[config.mk]
export PLATFORM = sky130hd
export DESIGN_NAME = irq_vector_ctrl
export DESIGN_NICKNAME = d
export VERILOG_FILES = /design/src/rtl/irq_vec_pkg.sv /design/src/rtl/irq_vec_regs.sv /design/src/rtl/irq_vec_arb.sv /design/src/rtl/irq_vec_stack.sv /design/src/rtl/irq_vector_ctrl.sv
export SDC_FILE = /design/constraint.sdc
export NUM_CORES = 2
export LEC_CHECK = 0
export ABC_AREA = 1
export BUFFER_PORTS_ARGS = -buffer_cell sky130_fd_sc_hd__buf_2
export CELL_PAD_IN_SITES_DETAIL_PLACEMENT = 1
export CELL_PAD_IN_SITES_GLOBAL_PLACEMENT = 1
export CORE_UTILIZATION = 30
export CTS_CLUSTER_DIAMETER = 120
export DETAILED_ROUTE_END_ITERATION = 6
export PLACE_DENSITY = 0.62
export RECOVER_POWER = 25
export SLEW_MARGIN = 20
export SYNTH_ARGS = -nofsm -noshare
export SYNTH_HDL_FRONTEND = slang
export SYNTH_SLANG_ARGS = --single-unit
[constraint.sdc]
create_clock -name clk_i -period 16.8 [get_ports clk_i]
set_input_delay 1.68 -clock clk_i [delete_from_list [all_inputs] [get_ports clk_i]]
set_output_delay 1.68 -clock clk_i [all_outputs]
set_load 0.02 [all_outputs]
[src/rtl/irq_vec_pkg.sv]
package irq_vec_pkg;
  localparam int unsigned AW = 12;
  localparam logic [AW-1:0] OFF_IRQ_STAT  = 12'h000;
  localparam logic [AW-1:0] OFF_FIQ_STAT  = 12'h004;
  localparam logic [AW-1:0] OFF_RAW       = 12'h008;
  localparam logic [AW-1:0] OFF_SEL       = 12'h00C;
  localparam logic [AW-1:0] OFF_EN_SET    = 12'h010;
  localparam logic [AW-1:0] OFF_EN_CLR    = 12'h014;
  localparam logic [AW-1:0] OFF_SW_SET    = 12'h018;
  localparam logic [AW-1:0] OFF_SW_CLR    = 12'h01C;
  localparam logic [AW-1:0] OFF_PROT      = 12'h020;
  localparam logic [AW-1:0] OFF_VEC       = 12'h030;
  localparam logic [AW-1:0] OFF_DEF       = 12'h034;
  localparam logic [AW-1:0] OFF_SLOT_ADDR = 12'h100;
  localparam logic [AW-1:0] OFF_SLOT_CTL  = 12'h200;
  localparam logic [AW-1:0] OFF_TEST      = 12'h300;
  localparam logic [AW-1:0] OFF_ID        = 12'hFE0;
  localparam int unsigned   ID_BYTES      = 4;
endpackage

[src/rtl/irq_vec_regs.sv]
module irq_vec_regs
  import irq_vec_pkg::*;
#(
  parameter int unsigned NSRC  = 32,
  parameter int unsigned NSLOT = 16,
  parameter int unsigned DW    = 32,
  parameter int unsigned SW    = $clog2(NSRC)
) (
  input  logic                        clk_i,
  input  logic                        rst_ni,
  input  logic                        wr_i,
  input  logic [AW-1:0]               addr_i,
  input  logic [DW-1:0]               wdata_i,
  output logic [NSRC-1:0]             en_o,
  output logic [NSRC-1:0]             sel_o,
  output logic [NSRC-1:0]             soft_o,
  output logic [NSLOT-1:0]            slot_en_o,
  output logic [NSLOT-1:0][SW-1:0]    slot_src_o,
  output logic [NSLOT-1:0][DW-1:0]    slot_addr_o,
  output logic [DW-1:0]               def_addr_o,
  output logic                        prot_o,
  output logic                        test_o
);
  logic [NSRC-1:0] wbits;
  assign wbits = wdata_i[NSRC-1:0];

  always_ff @(posedge clk_i or negedge rst_ni) begin
    if (!rst_ni) begin
      en_o       <= '0;
      sel_o      <= '0;
      soft_o     <= '0;
      def_addr_o <= '0;
      prot_o     <= 1'b0;
      test_o     <= 1'b0;
    end else if (wr_i) begin
      if (addr_i == OFF_SEL)    sel_o      <= wbits;
      if (addr_i == OFF_EN_SET) en_o       <= en_o | wbits;
      if (addr_i == OFF_EN_CLR) en_o       <= en_o & ~wbits;
      if (addr_i == OFF_SW_SET) soft_o     <= soft_o | wbits;
      if (addr_i == OFF_SW_CLR) soft_o     <= soft_o & ~wbits;
      if (addr_i == OFF_DEF)    def_addr_o <= wdata_i;
      if (addr_i == OFF_PROT)   prot_o     <= wdata_i[0];
      if (addr_i == OFF_TEST)   test_o     <= wdata_i[0];
    end
  end

  for (genvar k = 0; k < NSLOT; k++) begin : g_slot
    localparam logic [AW-1:0] A_ADDR = OFF_SLOT_ADDR + AW'(4 * k);
    localparam logic [AW-1:0] A_CTL  = OFF_SLOT_CTL + AW'(4 * k);
    always_ff @(posedge clk_i or negedge rst_ni) begin
      if (!rst_ni) begin
        slot_en_o[k]   <= 1'b0;
        slot_src_o[k]  <= '0;
        slot_addr_o[k] <= '0;
      end else if (wr_i) begin
        if (addr_i == A_ADDR) slot_addr_o[k] <= wdata_i;
        if (addr_i == A_CTL) begin
          slot_en_o[k]  <= wdata_i[SW];
          slot_src_o[k] <= wdata_i[SW-1:0];
        end
      end
    end
  end
endmodule

[src/rtl/irq_vec_arb.sv]
module irq_vec_arb #(
  parameter int unsigned NSRC  = 32,
  parameter int unsigned NSLOT = 16,
  parameter int unsigned SW    = $clog2(NSRC),
  parameter int unsigned LW    = $clog2(NSLOT + 2)
) (
  input  logic [NSRC-1:0]          irq_stat_i,
  input  logic [NSLOT-1:0]         slot_en_i,
  input  logic [NSLOT-1:0][SW-1:0] slot_src_i,
  input  logic [LW-1:0]            cur_lvl_i,
  output logic [LW-1:0]            best_lvl_o,
  output logic                     req_ok_o
);
  logic [NSLOT-1:0] hit;
  logic [NSRC-1:0]  claimed;

  for (genvar k = 0; k < NSLOT; k++) begin : g_hit
    assign hit[k] = slot_en_i[k] & irq_stat_i[slot_src_i[k]];
  end

  always_comb begin
    claimed = '0;
    for (int k = 0; k < NSLOT; k++)
      if (slot_en_i[k]) claimed[slot_src_i[k]] = 1'b1;
  end

  // lowest slot index wins; unclaimed sources fall to the default level
  always_comb begin
    best_lvl_o = LW'(NSLOT + 1);
    if (|(irq_stat_i & ~claimed)) best_lvl_o = LW'(NSLOT);
    for (int k = NSLOT - 1; k >= 0; k--)
      if (hit[k]) best_lvl_o = LW'(k);
  end

  assign req_ok_o = best_lvl_o < cur_lvl_i;
endmodule

[src/rtl/irq_vec_stack.sv]
module irq_vec_stack #(
  parameter int unsigned NLVL = 17,
  parameter int unsigned LW   = $clog2(NLVL + 1)
) (
  input  logic            clk_i,
  input  logic            rst_ni,
  input  logic            push_i,
  input  logic [LW-1:0]   push_lvl_i,
  input  logic            pop_i,
  output logic [NLVL-1:0] isr_o,
  output logic [LW-1:0]   cur_lvl_o
);
  logic [NLVL-1:0] isr_d;

  always_comb begin
    cur_lvl_o = LW'(NLVL);
    for (int k = NLVL - 1; k >= 0; k--)
      if (isr_o[k]) cur_lvl_o = LW'(k);
  end

  always_comb begin
    isr_d = isr_o;
    for (int k = 0; k < NLVL; k++) begin
      if (pop_i && cur_lvl_o == LW'(k))   isr_d[k] = 1'b0;
      if (push_i && push_lvl_i == LW'(k)) isr_d[k] = 1'b1;
    end
  end

  always_ff @(posedge clk_i or negedge rst_ni) begin
    if (!rst_ni) isr_o <= '0;
    else         isr_o <= isr_d;
  end
endmodule

[src/rtl/irq_vector_ctrl.sv]
module irq_vector_ctrl
  import irq_vec_pkg::*;
#(
  parameter int unsigned NSRC   = 32,
  parameter int unsigned NSLOT  = 16,
  parameter int unsigned DW     = 32,
  parameter logic [31:0] ID_VAL = 32'h1052_7C3D
) (
  input  logic            clk_i,
  input  logic            rst_ni,
  input  logic            rd_i,
  input  logic            wr_i,
  input  logic [AW-1:0]   addr_i,
  input  logic [DW-1:0]   wdata_i,
  output logic [DW-1:0]   rdata_o,
  input  logic [NSRC-1:0] src_i,
  output logic            irq_o,
  output logic            fiq_o
);
  localparam int unsigned SW   = $clog2(NSRC);
  localparam int unsigned NLVL = NSLOT + 1;
  localparam int unsigned LW   = $clog2(NSLOT + 2);

  logic [NSRC-1:0]          en_w, sel_w, soft_w;
  logic [NSLOT-1:0]         slot_en_w;
  logic [NSLOT-1:0][SW-1:0] slot_src_w;
  logic [NSLOT-1:0][DW-1:0] slot_addr_w;
  logic [DW-1:0]            def_addr_w, vec_data;
  logic                     prot_w, test_w;
  logic [NSRC-1:0]          raw, irq_stat, fiq_stat;
  logic                     fiq_any, req_ok, take, ack;
  logic [LW-1:0]            best_lvl, cur_lvl;
  logic [NLVL-1:0]          isr_w;

  irq_vec_regs #(.NSRC(NSRC), .NSLOT(NSLOT), .DW(DW), .SW(SW)) u_regs (
    .clk_i, .rst_ni, .wr_i, .addr_i, .wdata_i,
    .en_o(en_w), .sel_o(sel_w), .soft_o(soft_w),
    .slot_en_o(slot_en_w), .slot_src_o(slot_src_w), .slot_addr_o(slot_addr_w),
    .def_addr_o(def_addr_w), .prot_o(prot_w), .test_o(test_w)
  );

  assign raw      = src_i | soft_w;
  assign irq_stat = raw & en_w & ~sel_w;
  assign fiq_stat = raw & en_w & sel_w;
  assign fiq_any  = |fiq_stat;

  irq_vec_arb #(.NSRC(NSRC), .NSLOT(NSLOT), .SW(SW), .LW(LW)) u_arb (
    .irq_stat_i(irq_stat), .slot_en_i(slot_en_w), .slot_src_i(slot_src_w),
    .cur_lvl_i(cur_lvl), .best_lvl_o(best_lvl), .req_ok_o(req_ok)
  );

  assign take = rd_i && (addr_i == OFF_VEC) && req_ok;
  assign ack  = wr_i && (addr_i == OFF_VEC);

  irq_vec_stack #(.NLVL(NLVL), .LW(LW)) u_stack (
    .clk_i, .rst_ni, .push_i(take), .push_lvl_i(best_lvl), .pop_i(ack),
    .isr_o(isr_w), .cur_lvl_o(cur_lvl)
  );

  always_comb begin
    vec_data = def_addr_w;
    for (int k = 0; k < NSLOT; k++)
      if (req_ok && best_lvl == LW'(k)) vec_data = slot_addr_w[k];
  end

  always_comb begin
    rdata_o = '0;
    case (addr_i)
      OFF_IRQ_STAT: rdata_o = DW'(irq_stat);
      OFF_FIQ_STAT: rdata_o = DW'(fiq_stat);
      OFF_RAW:      rdata_o = DW'(raw);
      OFF_SEL:      rdata_o = DW'(sel_w);
      OFF_EN_SET:   rdata_o = DW'(en_w);
      OFF_SW_SET:   rdata_o = DW'(soft_w);
      OFF_PROT:     rdata_o = DW'(prot_w);
      OFF_VEC:      rdata_o = vec_data;
      OFF_DEF:      rdata_o = def_addr_w;
      OFF_TEST:     rdata_o = DW'(test_w);
      default:      ;
    endcase
    for (int k = 0; k < NSLOT; k++) begin
      if (addr_i == OFF_SLOT_ADDR + AW'(4 * k)) rdata_o = slot_addr_w[k];
      if (addr_i == OFF_SLOT_CTL + AW'(4 * k))  rdata_o = DW'({slot_en_w[k], slot_src_w[k]});
    end
    for (int k = 0; k < ID_BYTES; k++)
      if (addr_i == OFF_ID + AW'(4 * k)) rdata_o = DW'(ID_VAL[8*k +: 8]);
  end

  always_ff @(posedge clk_i or negedge rst_ni) begin
    if (!rst_ni) begin
      irq_o <= 1'b0;
      fiq_o <= 1'b0;
    end else begin
      irq_o <= req_ok;
      fiq_o <= fiq_any;
    end
  end
endmodule

==> qor.csv <==
stage,metric,value,unit
clock_tree,total CTS buffers,97,
setup_path,critical path type,input port to output pin,
sta,TNS Setup,0,ps
sta,fin crit share,84.9,%
run_status,status,"finished, violations left",
grt,total grt overflow,0,
floorplan,Die Area,179000,µm²
synth,"Cell Area, Synth",53100,µm²
worst_hold_path,HP Start,u_regs.slot_addr_o[380],
setup_path,CP startpoint kind,input port,
synth,"Seq/Total Area, Yosys",35.7,%
clock_tree,Clock Sink Count,757,
synth,Synth area leader,dfrtp_1,
clock_tree,clk buf depth,3,
floorplan,row count,154,
route,Vias/cell,5.66,
floorplan,starting density of the core,30.2,%
grt,initial antenna violation count,16,
route,drt pass-1 iters,5,
grt,number of global-route vias before repair,60200,
synth,"top cells by count, synth","nand2_1 (3038), o21ai_0 (1090), nor2_1 (904), dfrtp_1 (757), inv_1 (616)",
route,ANT nets after route,0,
place,# placed instances,10600,
cells_and_area,layout cells sized above 1,9.07,%
route,via count,61200,
place,pre-CTS setup slack,3150,ps
setup_path,maximum fanout along the worst path,28,
sta,final worst setup slack,2540,ps
setup_path,slowest CP cell,nand3_1,
place,RePlAce Congestion,0.993,
synth,post-synth top area share,35.7,%
clock_tree,post-cts sizing count,0,
setup_path,nature of the critical path endpoint,output pin,
setup_path,Crit path top cell by count,nand2_1,
pwr,Leak,0.0281,µW
setup_path,CP Launch Point,src_i[31],
synth,"count leader, synth",nand2_1,
clock_tree,Post-CTS Hold Buffers,0,
sta,Worst-Margin Slew,4870,ps
cells_and_area,Final Non-Filler Cells,10800,
synth,main area contributors after synthesis,"dfrtp_1 (36%), nand2_1 (21%), o21ai_0 (10%)",
grt,largest net degree at the start of global routing,127,
clock_tree,"Clk pin slew, worst setup/hold paths",60,ps
place,IO Port Bufs,113,
sta,final-report hold violation count,0,
sta,final-report max-slew violation count,651,
grt,first-pass GRT wire length,444000,µm
floorplan,DIE HEIGHT,423,µm
sta,Setup-failing EPs final,0,
setup_path,arrival time at the worst endpoint,12580,ps
floorplan,I/O pins,114,
pwr,Pwr Density,74.0,nW/µm²
cells_and_area,Final nets,8470,
sta,hold_ws,485,ps
route,wire per inst,28.9,µm
setup_path,Worst EP required,15120,ps
cells_and_area,Area growth syn-to-layout,11.9,%
worst_hold_path,worst hold path class,flop to flop,
route,Post-Route WL,313000,µm
clock_tree,CTS tree,yes,
floorplan,Core Area,176000,µm²
sta,Max Clock Freq,70.1,MHz
synth,total nets after synthesis,8572,
synth,Post-Syn Area per Cell,6.25,µm²
clock_tree,setup bufs post-CTS,0,
clock_tree,clock root cell,clkbuf_16,
sta,Slew headroom,-225,%
sta,clk_skew,35.8,ps
synth,Post-synth EDFFs,0,
synth,Synth Register Bits,757,
synth,"Distinct cells, synth",54,
pwr,"Power, Total",4390,µW
synth,"Primary FF master, synth",dfrtp_1,
floorplan,DIE WIDTH,423,µm
synth,Synth async-reset ratio,100,%
run,Max Cap Viol,12,
route,drt drc,0,
setup_path,crit-path max cell delay,830,ps
pwr,maximum vdd drop,0.0811,mV
grt,GRT Total Usage,34.1,%
place,DP Wirelength,225000,µm
synth,Synth Instances,8488,
clock_tree,Worst-Skew Late Latency,740,ps
clock_tree,H-tree depth,3,
run_status,violated checks,"max-capacitance violations, max-slew violations",
route,Initial DRC Count,5954,
sta,Tmin final,14260,ps
synth,Synth Warn #,0,
sta,unrepaired setup endpoints after global routing,no,
area by class of cell:
class / count / area, µm²
sequential: 757 / 18900
clock inverter: 47 / 702
inverter: 730 / 2750
multi-input combinational: 6528 / 29500
clock buffer: 129 / 2800
timing repair buffer: 272 / 1720
antenna: 1 / 2.50
fill: 22700 / 117000
tap: 2340 / 2930
sequential cells by signal (all words and copies together) (netlist names), named ones only:
| register | count |
|---|---|
| u_regs.slot_en_o | 16 |
| u_regs.def_addr_o | 32 |
| irq_o | 1 |
| u_stack.isr_o | 17 |
| u_regs.slot_addr_o | 512 |
| fiq_o | 1 |
| u_regs.prot_o | 1 |
| u_regs.sel_o | 32 |
| u_regs.slot_src_o | 80 |
| u_regs.test_o | 1 |
stage by stage:
step / utilization (%) / instance area, µm²
floorplan: - / 53100
global placement: 31.7 / 55800
detailed placement: 31.8 / 55900
CTS: 33.8 / 59400
global route: 33.7 / 59400
finish: 33.7 / 59400
kinds of logic after synthesis:
| kind of cell | Yosys count | share of synthesized area (%) |
|---|---|---|
| AND/OR/NAND/NOR | 4629 | 35.4 |
| AO/OA/AOI/OAI | 1895 | 19.8 |
| buffers and inverters | 1203 | 9.02 |
| flip-flops | 757 | 35.7 |
| adder cells (fa/ha/maj) | 4 | 0.0943 |
routing by layer:
metal	share of wire, %	vias up	track usage (%)
li1	-	27300	-
met1	40	30500	42.6
met2	46	2520	54.7
met3	6.0	765	3.94
met4	8.1	8	24.0
met5	0.019	-	0
worst paths after layout:
check / end / slack (ps) / cells past startpoint
max: rdata_o[24] / 2540 / 69
min: u_regs.slot_addr_o[380] / 490 / 2
max reg2reg: u_stack.isr_o[14] / 10760 / 22
min reg2reg: u_regs.slot_addr_o[380] / 490 / 2
max in group asynchronous: u_regs.slot_addr_o[69] / 5570 / 5
min in group asynchronous: u_regs.slot_addr_o[485] / 2700 / 1
where the power goes:
part | internal [µW] | leakage (µW) | switching [µW]
Sequential | 1830 | 0.0105 | 9.96
Clock | 1390 | 0.00171 | 948
Combinational | 36.2 | 0.0159 | 177
Total | 3260 | 0.0281 | 1130
cells in the final DEF, fill, tap and decap left out, types with 10 or more instances in the layout:
cell	count
o211ai_1	26
a211oi_1	14
nor2_1	892
buf_4	141
nand4_1	28
buf_2	108
dfrtp_1	757
nor3_2	13
nand2_2	35
clkbuf_1	29
o22ai_1	166
inv_1	611
nor2_2	22
a2111oi_0	10
clkbuf_8	21
o21ai_1	52
a221oi_1	90
nand3_1	380
nor4_1	16
o2111ai_1	26
nor2_4	13
o21ai_0	1090
clkbuf_16	99
nand3b_1	14
or2_2	112
bufinv_16	14
nor3_1	55
nand3_2	16
inv_2	108
clkinv_2	19
a21oi_1	352
nand2_1	3020
critical path: cells and delay by family:
family	cells	cell delay, ps
adder cells (fa/ha/maj)	1	250
buffers and inverters	9	2650
AND/OR/NAND/NOR	53	6440
AO/OA/AOI/OAI	6	1500
(Power assumes the default switching activity.)
